**src/rtl/ucrc_pkg.sv**
```systemverilog
package ucrc_pkg;
  localparam int CRC_W = 16;
  typedef logic [CRC_W-1:0] crc_t;

  // One full-word step, data MSB first, Galois-style feedback per bit.
  function automatic crc_t crc_word_step(input crc_t cur, input crc_t data, input crc_t poly);
    crc_t r;
    logic fb;
    r = cur;
    for (int i = CRC_W - 1; i >= 0; i--) begin
      fb = r[CRC_W-1] ^ data[i];
      r  = {r[CRC_W-2:0], 1'b0} ^ (fb ? poly : '0);
    end
    return r;
  endfunction
endpackage

```
**src/rtl/ucrc_seg_track.sv**
```systemverilog
module ucrc_seg_track (
  input  logic clk,
  input  logic rst_n,
  input  logic seg_ack_n,
  output logic seg_act,
  output logic seg_start,
  output logic seg_end
);
  logic act_q;

  assign seg_act   = ~seg_ack_n;
  assign seg_start = seg_act & ~act_q;
  assign seg_end   = ~seg_act & act_q;

  always_ff @(posedge clk or negedge rst_n) begin
    if (!rst_n) act_q <= 1'b0;
    else        act_q <= seg_act;
  end
endmodule

```
**src/rtl/ucrc_accum.sv**
```systemverilog
module ucrc_accum
  import ucrc_pkg::*;
#(
  parameter crc_t SEED = 16'h4ABA,
  parameter crc_t POLY = 16'h1021
) (
  input  logic clk,
  input  logic rst_n,
  input  logic seg_start,
  input  logic step_en,
  input  crc_t word_in,
  output crc_t crc_q
);
  crc_t base, nxt;

  always_comb begin
    base = seg_start ? SEED : crc_q;
    nxt  = step_en ? crc_word_step(base, word_in, POLY) : base;
  end

  always_ff @(posedge clk or negedge rst_n) begin
    if (!rst_n) crc_q <= SEED;
    else        crc_q <= nxt;
  end
endmodule

```
**src/rtl/ucrc_close.sv**
```systemverilog
module ucrc_close
  import ucrc_pkg::*;
#(
  parameter bit CHECK_EN = 1'b1
) (
  input  logic clk,
  input  logic rst_n,
  input  logic seg_end,
  input  crc_t crc_run,
  input  crc_t crc_rx,
  input  logic err_clr,
  output crc_t crc_final,
  output logic crc_err,
  output logic mism
);
  always_ff @(posedge clk or negedge rst_n) begin
    if (!rst_n)       crc_final <= '0;
    else if (seg_end) crc_final <= crc_run;
  end

  generate
    if (CHECK_EN) begin : g_check
      assign mism = seg_end && (crc_rx != crc_run);
      always_ff @(posedge clk or negedge rst_n) begin
        if (!rst_n)       crc_err <= 1'b0;
        else if (mism)    crc_err <= 1'b1;
        else if (err_clr) crc_err <= 1'b0;
      end
    end else begin : g_nocheck
      logic unused_in;
      assign unused_in = ^{crc_rx, err_clr};
      assign mism      = 1'b0;
      assign crc_err   = 1'b0;
    end
  endgenerate
endmodule

```
**src/rtl/ucrc_burst.sv**
```systemverilog
module ucrc_burst
  import ucrc_pkg::*;
#(
  parameter crc_t SEED     = 16'h4ABA,
  parameter crc_t POLY     = 16'h1021,
  parameter bit   CHECK_EN = 1'b1
) (
  input  logic        clk,
  input  logic        rst_n,
  input  logic        seg_ack_n,
  input  logic        strobe_evt,
  input  logic [15:0] word_in,
  input  logic [15:0] crc_rx,
  input  logic        err_clr,
  output logic [15:0] crc_now,
  output logic [15:0] crc_final,
  output logic        crc_err
);
  logic seg_act, seg_start, seg_end, step_en, mism;

  assign step_en = seg_act & strobe_evt;

  ucrc_seg_track u_seg (
    .clk(clk), .rst_n(rst_n), .seg_ack_n(seg_ack_n),
    .seg_act(seg_act), .seg_start(seg_start), .seg_end(seg_end)
  );

  ucrc_accum #(.SEED(SEED), .POLY(POLY)) u_acc (
    .clk(clk), .rst_n(rst_n), .seg_start(seg_start), .step_en(step_en),
    .word_in(word_in), .crc_q(crc_now)
  );

  ucrc_close #(.CHECK_EN(CHECK_EN)) u_close (
    .clk(clk), .rst_n(rst_n), .seg_end(seg_end), .crc_run(crc_now),
    .crc_rx(crc_rx), .err_clr(err_clr), .crc_final(crc_final),
    .crc_err(crc_err), .mism(mism)
  );
endmodule

```
**config.mk**
```make
export PLATFORM = sky130hd
export DESIGN_NAME = ucrc_burst
export DESIGN_NICKNAME = d
export VERILOG_FILES = /design/src/rtl/ucrc_pkg.sv /design/src/rtl/ucrc_seg_track.sv /design/src/rtl/ucrc_accum.sv /design/src/rtl/ucrc_close.sv /design/src/rtl/ucrc_burst.sv
export SDC_FILE = /design/constraint.sdc
export NUM_CORES = 1
export LEC_CHECK = 0
export ABC_CLOCK_PERIOD_IN_PS = 3400
export BUFFER_PORTS_ARGS = -buffer_cell sky130_fd_sc_hd__buf_2
export CELL_PAD_IN_SITES_DETAIL_PLACEMENT = 0
export CELL_PAD_IN_SITES_GLOBAL_PLACEMENT = 1
export CORE_ASPECT_RATIO = 0.5
export CORE_MARGIN = 2
export CORE_UTILIZATION = 43
export CTS_BUF_LIST = sky130_fd_sc_hd__clkbuf_8
export DETAILED_ROUTE_END_ITERATION = 10
export HOLD_SLACK_MARGIN = 0.1
export PLACE_DENSITY = 0.83
export RECOVER_POWER = 25
export SLEW_MARGIN = 20
export SYNTH_ARGS = -nofsm -noshare
export SYNTH_HDL_FRONTEND = slang
export SYNTH_SLANG_ARGS = --single-unit
```
**constraint.sdc**
```tcl
create_clock -name clk -period 3.4 [get_ports clk]
set_input_delay 0.17 -clock clk [delete_from_list [all_inputs] [get_ports clk]]
set_output_delay 0.17 -clock clk [all_outputs]
set_load 0.005 [all_outputs]
```
==> After elaboration in Yosys (flattened, before gate mapping) <==
Cells that the tools add are included.
{ "totals": {"input_bits": 37, "register_bits": 34, "wordCells": 64} }
{ "classes": {"n_eq_ne": 1, "bitwise_logic": 37, "n_mux": 20, "reduce_logical": 2} }
{ "op_table": {"columns": ["cell", "count"], "rows": [
  ["bitwise XOR 16 bit", 16],
  ["2-to-1 mux 13 bit", 16],
  ["2-to-1 mux 16 bit", 2],
  ["!= test 16 bit", 1],
  ["bitwise XOR 1 bit", 16],
  ["AND 1 bit", 3],
  ["2-to-1 mux 1 bit", 2],
  ["inverter 1 bit", 2],
  ["nonzero test 2 bit", 1],
  ["logical AND 1 bit", 1]
]} }

==> Depth between registers and ports, before layout <==
Gate-level depths: netlist (run 1).
{ "logic_depth": {"ltp_word": 52, "mapped_depth": 8} }

==> Cells and area by module <==
A second synthesis (run 1) with hierarchy kept.
{ "hier_totals": {"cells_unflattened": 202, "hier_area_um2": 2394.8} }
{ "modules_own_cells": {"columns": ["module", "cells_each", "area_each_um2", "instances"], "rows": [
  ["ucrc_accum", 139, 1532.7, 1],
  ["ucrc_close", 58, 817.0, 1],
  ["ucrc_seg_track", 4, 38.8, 1],
  ["ucrc_burst", 1, 6.3, 1]
]} }

==> Worst setup path after synthesis (run 1) <==
OpenSTA, ideal clock, no wires.
{ "synth_timing": {"path_type": "register to register", "start": "register u_acc.crc_q[11]", "end": "register u_acc.crc_q[15]", "t_required_ns": 3.278, "arrival_ns": 1.842, "path_stages_with_launch": 8, "setup_slack_ns": 1.435, "n_path_buf": 0, "path_cell_list": "dfstp_2 -> xor2_2 -> nor2_4 -> xnor2_2 -> xnor3_2 -> xnor2_1 -> nor2_1 -> xnor2_1"} }
{ "synth_between": {"elab_chain_cells": 24} }
{ "synth_rtl": {"columns": ["element", "line", "rtl"], "rows": [
  ["start: declaration", "ucrc_accum.sv:12", "output crc_t crc_q"],
  ["start signal: assignment", "ucrc_accum.sv:23", "else crc_q <= nxt;"],
  ["2-to-1 mux 16 bit", "ucrc_accum.sv:17", "base = seg_start ? SEED : crc_q;"],
  ["bitwise XOR 16 bit (4 in a row)", "ucrc_pkg.sv:12", "r = {r[CRC_W-2:0], 1'b0} ^ (fb ? poly : '0);"],
  ["bitwise XOR 1 bit", "ucrc_pkg.sv:11", "fb = r[CRC_W-1] ^ data[i];"],
  ["2-to-1 mux 13 bit", "ucrc_pkg.sv:12", null],
  ["bitwise XOR 16 bit (4 in a row)", "ucrc_pkg.sv:12", null],
  ["bitwise XOR 1 bit", "ucrc_pkg.sv:11", null],
  ["2-to-1 mux 13 bit", "ucrc_pkg.sv:12", null],
  ["bitwise XOR 16 bit (4 in a row)", "ucrc_pkg.sv:12", null],
  ["bitwise XOR 1 bit", "ucrc_pkg.sv:11", null],
  ["2-to-1 mux 13 bit", "ucrc_pkg.sv:12", null],
  ["bitwise XOR 16 bit (4 in a row)", "ucrc_pkg.sv:12", null],
  ["2-to-1 mux 16 bit", "ucrc_accum.sv:18", "nxt = step_en ? crc_word_step(base, word_in, POLY) : base;"],
  ["via u_acc.nxt[15]", "ucrc_accum.sv:14", "crc_t base, nxt;"]
]} }
The timed path passes the listed nets, and every way through them passes these cells.
A chain may end at the register's enable or synchronous reset.

==> Final worst setup path (run 1) <==
{ "layout_timing": {"start": "register u_seg.act_q", "end": "register u_acc.crc_q[12]"} }
{ "layout_between": {"elab_chain_cells": 28} }
{ "layout_rtl": {"columns": ["element", "line", "rtl"], "rows": [
  ["start: declaration", "ucrc_seg_track.sv:9", "logic act_q;"],
  ["start signal: assignment", "ucrc_seg_track.sv:17", "else act_q <= seg_act;"],
  ["inverter 1 bit *", "ucrc_seg_track.sv:12", "assign seg_start = seg_act & ~act_q;"],
  ["AND 1 bit *", "ucrc_seg_track.sv:12", null],
  ["2-to-1 mux 16 bit *", "ucrc_accum.sv:17", null],
  ["bitwise XOR 16 bit (3 in a row)", "ucrc_pkg.sv:12", null],
  ["bitwise XOR 1 bit", "ucrc_pkg.sv:11", null],
  ["2-to-1 mux 13 bit", "ucrc_pkg.sv:12", null],
  ["bitwise XOR 16 bit (4 in a row)", "ucrc_pkg.sv:12", null],
  ["bitwise XOR 1 bit", "ucrc_pkg.sv:11", null],
  ["[... 5 more ...]", null, null],
  ["bitwise XOR 1 bit", "ucrc_pkg.sv:11", null],
  ["2-to-1 mux 13 bit", "ucrc_pkg.sv:12", null],
  ["bitwise XOR 16 bit (4 in a row)", "ucrc_pkg.sv:12", null],
  ["bitwise XOR 1 bit", "ucrc_pkg.sv:11", null],
  ["2-to-1 mux 13 bit", "ucrc_pkg.sv:12", null],
  ["bitwise XOR 16 bit", "ucrc_pkg.sv:12", null],
  ["2-to-1 mux 16 bit *", "ucrc_accum.sv:18", null],
  ["via u_acc.nxt[12]", "ucrc_accum.sv:14", null]
]} }
The timed path passes the listed nets; every way through them passes the cells marked *.

==> results of run 1 <==
[stage by stage]
step	cell area, sq um	instances	hold WS [ns]
after floorplan	2110	184	-0.126
after detailed placement	2520	316	0.284
final	2670	326	0.185
after global placement	2520	316	0.282
after global routing	2670	326	0.189
after CTS	2680	326	0.144
[worst max-delay path: stages, from the launching register on]
cell and delay, ns:
dfrtp_1 0.43, nor2_2 0.53, nor2_2 0.12, xnor2_2 0.21
xnor2_2 0.32, xor3_1 0.47, nor2_1 0.12, xnor2_1 0.12
[placed cells by master (no fill, tap or decap), types with 2 or more instances in the layout]
cell / n
nor2_2: 2
xor2_1: 19
nand4_1: 4
xnor2_2: 6
inv_1: 2
xnor3_2: 2
clkbuf_8: 6
buf_2: 59
nor2_4: 3
mux2_2: 16
xnor3_1: 2
bufinv_16: 2
nor2_1: 18
dfrtp_1: 26
a21oi_1: 6
dfstp_2: 8
o21ai_0: 6
xnor2_1: 42
clkbuf_1: 10
nand2_1: 11
dlygate4sd3_1: 2
[cell type report]
class                   count  area (sq um)
repair buffers             71           353
fillers                   422          1880
inverters                   2          7.51
multi-input cells         145          1220
flip-flops and latches     34           861
well taps                  66          82.6
clock inverters             2          60.1
clock buffers               6          82.6
[path summary, 6_finish.rpt]
check	slack, ns	cells after the start	end	from
max	1.02	7	u_acc.crc_q[12]	u_seg.act_q
min	0.19	2	u_seg.act_q	seg_ack_n
max reg2reg	1.02	7	u_acc.crc_q[12]	u_seg.act_q
min reg2reg	0.50	1	u_close.crc_final[12]	u_close.crc_final[12]
max in group asynchronous	1.42	2	u_acc.crc_q[10]	rst_n
min in group asynchronous	0.92	2	u_acc.crc_q[12]	rst_n
[flip-flops by register name, indices dropped and copies added (netlist names)]
register	cells
u_seg.act_q	1
u_close.crc_err	1
u_acc.crc_q	16
u_close.crc_final	16
[routing by layer]
metal	GRT usage, %	vias to the layer above
met2	28.8	51
met4	5.26	0
met3	4.68	7
li1	-	756
met1	28.3	756
met5	0	-
[logic make-up after synthesis]
family                    count (synthesis)  share of synthesized area [%]
and+or+nand+nor                          42                           9.72
muxes                                    16                           8.54
xor gates and xnor gates                 73                           36.2
DFF                                      34                           40.8
buffers and inverters                     5                           1.25
AOI/OAI and AO/OA                        14                           3.50
[power groups by stage]
stage / logic, mW / registers, mW / clock network, mW
CTS: 1.62 / 0.813 / 0.469
finish: 1.60 / 0.815 / 0.467
detailed placement: 1.61 / 0.821 / 0
global route: 1.73 / 0.842 / 0.495
global placement: 1.59 / 0.813 / 0
floorplan: 1.21 / 0.779 / 0
[what timing repair did]
| item | 4_1_cts | 5_1_grt |
|---|---|---|
| setup buffers | 0 | 0 |
| endpoints found under the hold margin | 27 | 0 |
| hold buffers | 2 | 0 |
==> out/metrics.yaml, run 1 <==
placement:
  place_congestion: 0.851
  post-place-ws_ns: 1.03
  dp_hpwl_mm: 3.94
  port-buffer-count: 69
clocking:
  numClockSinks: 34
  cts_tree: "built"
  path_clk_slew_ns: 0.07
  cts_made_buffers: 5
  root_buffer: "clkbuf_8"
  h-tree-depth: 2
  clk_latency_ns: 0.29
  clockBufferDepth: 2
  ctsResizeCount: 0
timing:
  fin_crit_ns: 2.38
  grt_setup_unrepaired: "false"
  setup_violations: 0
  slew-limit-headroom_pct: -22.3
  post-route-period-util_pct: 70.0
  maxSlewViolCount: 35
  tns_ns: 0
  setup_slack_ns: 1.02
  hold_viol_final: 0
  tightestPinTransition_ns: 1.83
  fmax_ghz: 0.420
  skew_ns: 0.00988
grt:
  grt_pass1_wl_mm: 7.64
  grt_pass1_vias: 1506
  grt_overflow: 0
  grt_usage_pct: 19.3
  grt_max_degree: 35
  grt_antenna_before_repair: 0
yosys:
  synth_nets: 221
  synth.most_common_cell: "xnor2_1"
  synth-edff-count: 0
  syn_area_sq_um: 2110
  synthFlopType: "dfrtp_1"
  avgSynthCellArea_sq_um: 11.5
  syn_inst: 184
  yosysTopAreaCellShare_pct: 30.8
  yosys.area.top_type: "dfrtp_1"
  synthArstFlopShare_pct: 100
  yosysWarnings: 0
  synth_area_leaders: "dfrtp_1, xnor2_1, dfstp_2, mux2_2, xor2_1"
  synth_common_cells: "xnor2_1, dfrtp_1, xor2_1, nor2_1, mux2_2"
  yosys_register_bits: 34
  seq_area_frac_synth_pct: 40.8
  synth.distinct_cells: 26
routing:
  drtIter0Drc: 66
  wl_met2_mm: 2.16
  dr.pass1.iters: 4
  ant_nets: 0
  drt-met1-wl_mm: 2.55
  drcViolationCount: 0
  num_vias: 1570
  wl_met3_microns: 328
  post_drt_via_cell_ratio: 4.82
  avgRoutedWirePerCell_microns: 15.6
  routed_wl_mm: 5.09
  topRoutingLayerUsed: "met4"
pwr:
  p_total_mw: 2.89
  powerDensity_nw_per_um2: 1080
  p_sw_mw: 1.11
  switching_share_pct: 38.3
  seqPwrFrac_pct: 28.2
  p_comb_share_pct: 55.6
  power.share.clock_pct: 16.2
  intPower_mw: 1.78
  ir_drop_mv: 0.400
  p_leak_nw: 1.18
die:
  io_pins: 70
  chipHeight_microns: 53.5
  fp-row-count: 17
  dieArea_sq_um: 5520
  core_sq_um: 4550
  die_w_microns: 103
  initial_utilization_pct: 46.4
cells_and_area:
  nets: 296
  num_antenna_cells: 0
  drive_gt1_share_pct: 41.2
  fin_util_pct: 58.7
  area_growth_pct: 26.5
status:
  status: "finished, violations left"
  violations: "max-capacitance violations, max-slew violations"
critical_path:
  crit_arrival_ns: 2.60
  cp-end-kind: "flop"
  crit_path_max_fanout: 11
  crit_type: "flop to flop"
  startpoint_type: "flop"
  required_ns: 3.62
job:
  max_cap_violations: 1
worst_hold_path:
  hp-class: "primary input to flop"
No activity file was read; power rests on OpenSTA's default activity.
==> run 2, diff against run 1 <==
--- a/config.mk
+++ b/config.mk
@@ -5,17 +5,17 @@
 export SDC_FILE = /design/constraint.sdc
 export NUM_CORES = 1
 export LEC_CHECK = 0
-export ABC_CLOCK_PERIOD_IN_PS = 3400
+export ABC_CLOCK_PERIOD_IN_PS = 2300
 export BUFFER_PORTS_ARGS = -buffer_cell sky130_fd_sc_hd__buf_2
 export CELL_PAD_IN_SITES_DETAIL_PLACEMENT = 0
 export CELL_PAD_IN_SITES_GLOBAL_PLACEMENT = 1
 export CORE_ASPECT_RATIO = 0.5
 export CORE_MARGIN = 2
-export CORE_UTILIZATION = 43
+export CORE_UTILIZATION = 40
 export CTS_BUF_LIST = sky130_fd_sc_hd__clkbuf_8
 export DETAILED_ROUTE_END_ITERATION = 10
 export HOLD_SLACK_MARGIN = 0.1
-export PLACE_DENSITY = 0.83
+export PLACE_DENSITY = 0.78
 export RECOVER_POWER = 25
 export SLEW_MARGIN = 20
 export SYNTH_ARGS = -nofsm -noshare
==> constraint.sdc (replaced) <==
create_clock -name clk -period 2.3 [get_ports clk]
set_input_delay 0.115 -clock clk [delete_from_list [all_inputs] [get_ports clk]]
set_output_delay 0.115 -clock clk [all_outputs]
set_load 0.005 [all_outputs]
==> run 2 against run 1 <==
  * The flow now finishes without violations
  * Utilization is 3.6 points lower
  * Critical endpoint is now u_acc.crc_q[15]
  * Combinational power is 60% higher
  * Flip-flop and latch count stayed put
  * Maximum frequency is 9.0% higher
  * Critical path type unchanged
  * Register-to-register slack worse by 0.90 ns
  * Global-route usage is 0.69 points lower
  * Largest cell class unchanged
==> out/metrics.yaml, run 2 (same netlist as run 1, synthesis figures left out) <==
status:
  status: "finished clean"
timing:
  tightestPinTransition_ns: 0.875  # -0.959 ns
  skew_ns: 0.00341  # -0.00647 ns
  maxSlewViolCount: 0  # -100%
  tns_ns: 0  # unchanged
  fmax_ghz: 0.458  # +9.0%
  post-route-period-util_pct: 94.9  # +25 points
  fin_crit_ns: 2.18  # -0.197 ns
  setup_violations: 0  # unchanged
  hold_viol_final: 0  # unchanged
  grt_setup_unrepaired: "true"
  slew-limit-headroom_pct: 41.6  # +64 points
  setup_slack_ns: 0.118  # -0.903 ns
placement:
  port-buffer-count: 69  # unchanged
  dpl.cell_count: 330  # +4.4%
  dp_hpwl_mm: 4.16  # +5.5%
  post_dp_cell_area_sq_um: 2600  # +3.2%
  place_congestion: 0.854  # +0.35%
  post-place-ws_ns: 0.147  # -0.883 ns
job:
  max_cap_violations: 0  # -1
clocking:
  h-tree-depth: 2  # unchanged
  numClockSinks: 34  # unchanged
  cts_made_buffers: 5  # unchanged
  clockBufferDepth: 2  # unchanged
  root_buffer: "clkbuf_8"
  cts_tree: "built"
  path_clk_slew_ns: 0.07  # about the same
  clk_latency_ns: 0.28  # about the same
routing:
  post_drt_via_cell_ratio: 4.72  # -2.0%
  ant_nets: 0  # unchanged
  routed_wl_mm: 5.27  # +3.7%
  drtIter0Drc: 106  # +61%
  avgRoutedWirePerCell_microns: 15.5  # -0.88%
  dr.pass1.iters: 4  # unchanged
  drcViolationCount: 0  # unchanged
  num_vias: 1610  # +2.5%
die:
  io_pins: 70  # unchanged
  dieArea_sq_um: 5910  # +7.1%
  fp-row-count: 18  # +1
  core_sq_um: 5000  # +9.8%
  die_w_microns: 107  # +3.5%
  chipHeight_microns: 55.4  # +3.4%
  initial_utilization_pct: 42.2  # -4.2 points
pwr:
  p_leak_nw: 1.25  # +5.7%
  ir_drop_mv: 0.608  # +52%
  powerDensity_nw_per_um2: 1550  # +44%
grt:
  grt_antenna_before_repair: 0  # unchanged
  grt_pass1_vias: 1597  # +6.0%
  grt_usage_pct: 18.6  # -0.69 points
  grt_overflow: 0  # unchanged
  grt_pass1_wl_mm: 8.27  # +8.2%
  grt_max_degree: 35  # unchanged
cells_and_area:
  fin_area_sq_um: 2750  # +3.1%
  top_regs: "u_acc.crc_q (16), u_close.crc_final (16)"
  nets: 307  # +3.7%
  drive_gt1_share_pct: 45.4  # +4.2 points
  fin_util_pct: 55.1  # -3.6 points
  num_antenna_cells: 0  # unchanged
  final_cell_mix: "buf_2, xnor2_1, dfrtp_1, xor2_1, nor2_1"
  area_growth_pct: 30.5
  fin_cells: 341  # +4.6%
  layout_commonest_cell: "buf_2"
worst_hold_path:
  hp-class: "primary input to flop"
critical_path:
  startpoint_type: "flop"
  crit_type: "flop to flop"
  required_ns: 2.47  # -1.15 ns
  cp-end-kind: "flop"
  crit_path_max_fanout: 5  # -6
  crit_arrival_ns: 2.35  # -0.25 ns
-- run 2: cell types whose count changed in the layout (fill, tap and decap cells not counted), sizes merged --
cell,previous run,this run
inv,2,3
buf,59,74
clkbuf,16,11
dlygate4sd3,2,3
bufinv,2,1
-- run 2: area by class of cell --
class                   count  area, sq um
fillers                   473         2250
multi-input cells         145         1240
flip-flops and latches     34          861
repair buffers             82          445
well taps                  70         87.6
clock buffers               6         82.6
clock inverters             2         33.8
inverters                   2         7.51
-- run 2: path summary, 6_finish.rpt --
kind	startpoint	end	slack, ns	cells past startpoint
hold reg to reg	u_close.crc_final[1]	u_close.crc_final[1]	0.50	1
hold / removal	crc_rx[11]	u_close.crc_err	0.25	5
setup reg to reg	u_acc.crc_q[11]	u_acc.crc_q[15]	0.12	7
min in group asynchronous	rst_n	u_acc.crc_q[8]	0.48	2
setup / recovery	u_acc.crc_q[11]	u_acc.crc_q[15]	0.12	7
max in group asynchronous	rst_n	u_close.crc_err	1.27	2
-- run 2: metrics by stage --
stage	total power [mW]	hold WS, ns
final	4.27	0.252
after global routing	4.56	0.263
after CTS	4.29	0.243
after detailed placement	3.70	0.233
after global placement	3.68	0.226
after floorplan	2.94	-0.181
-- run 2: per-layer routing --
layer / GRT usage, % / up-vias / share of wire, %
met5: 0 / - / 0
met4: 5.19 / 0 / 0.36
met3: 3.66 / 3 / 6.2
met2: 27.5 / 57 / 44
met1: 27.8 / 781 / 49
li1: - / 769 / -
-- run 2: power breakdown --
| part | internal (mW) | switching, mW |
|---|---|---|
| Sequential | 0.902 | 0.247 |
| Clock | 0.349 | 0.217 |
| Combinational | 1.38 | 1.18 |
| Total | 2.63 | 1.64 |
-- run 2: worst max-delay path, stage by stage, from the launching register on --
cell,delay (ns)
dfstp_2,0.62
xor2_2,0.23
nor2_4,0.08
xnor2_2,0.25
xnor3_2,0.52
xnor2_1,0.18
nor2_1,0.07
xnor2_1,0.12
-- run 2: timing repair --
action | 4_1_cts | 5_1_grt
gates resized for setup | 0 | 2
hold buffers | 3 | 0
setup endpoints to repair | 0 | 2
endpoints found under the hold margin | 28 | 0
buffers inserted | 0 | 0
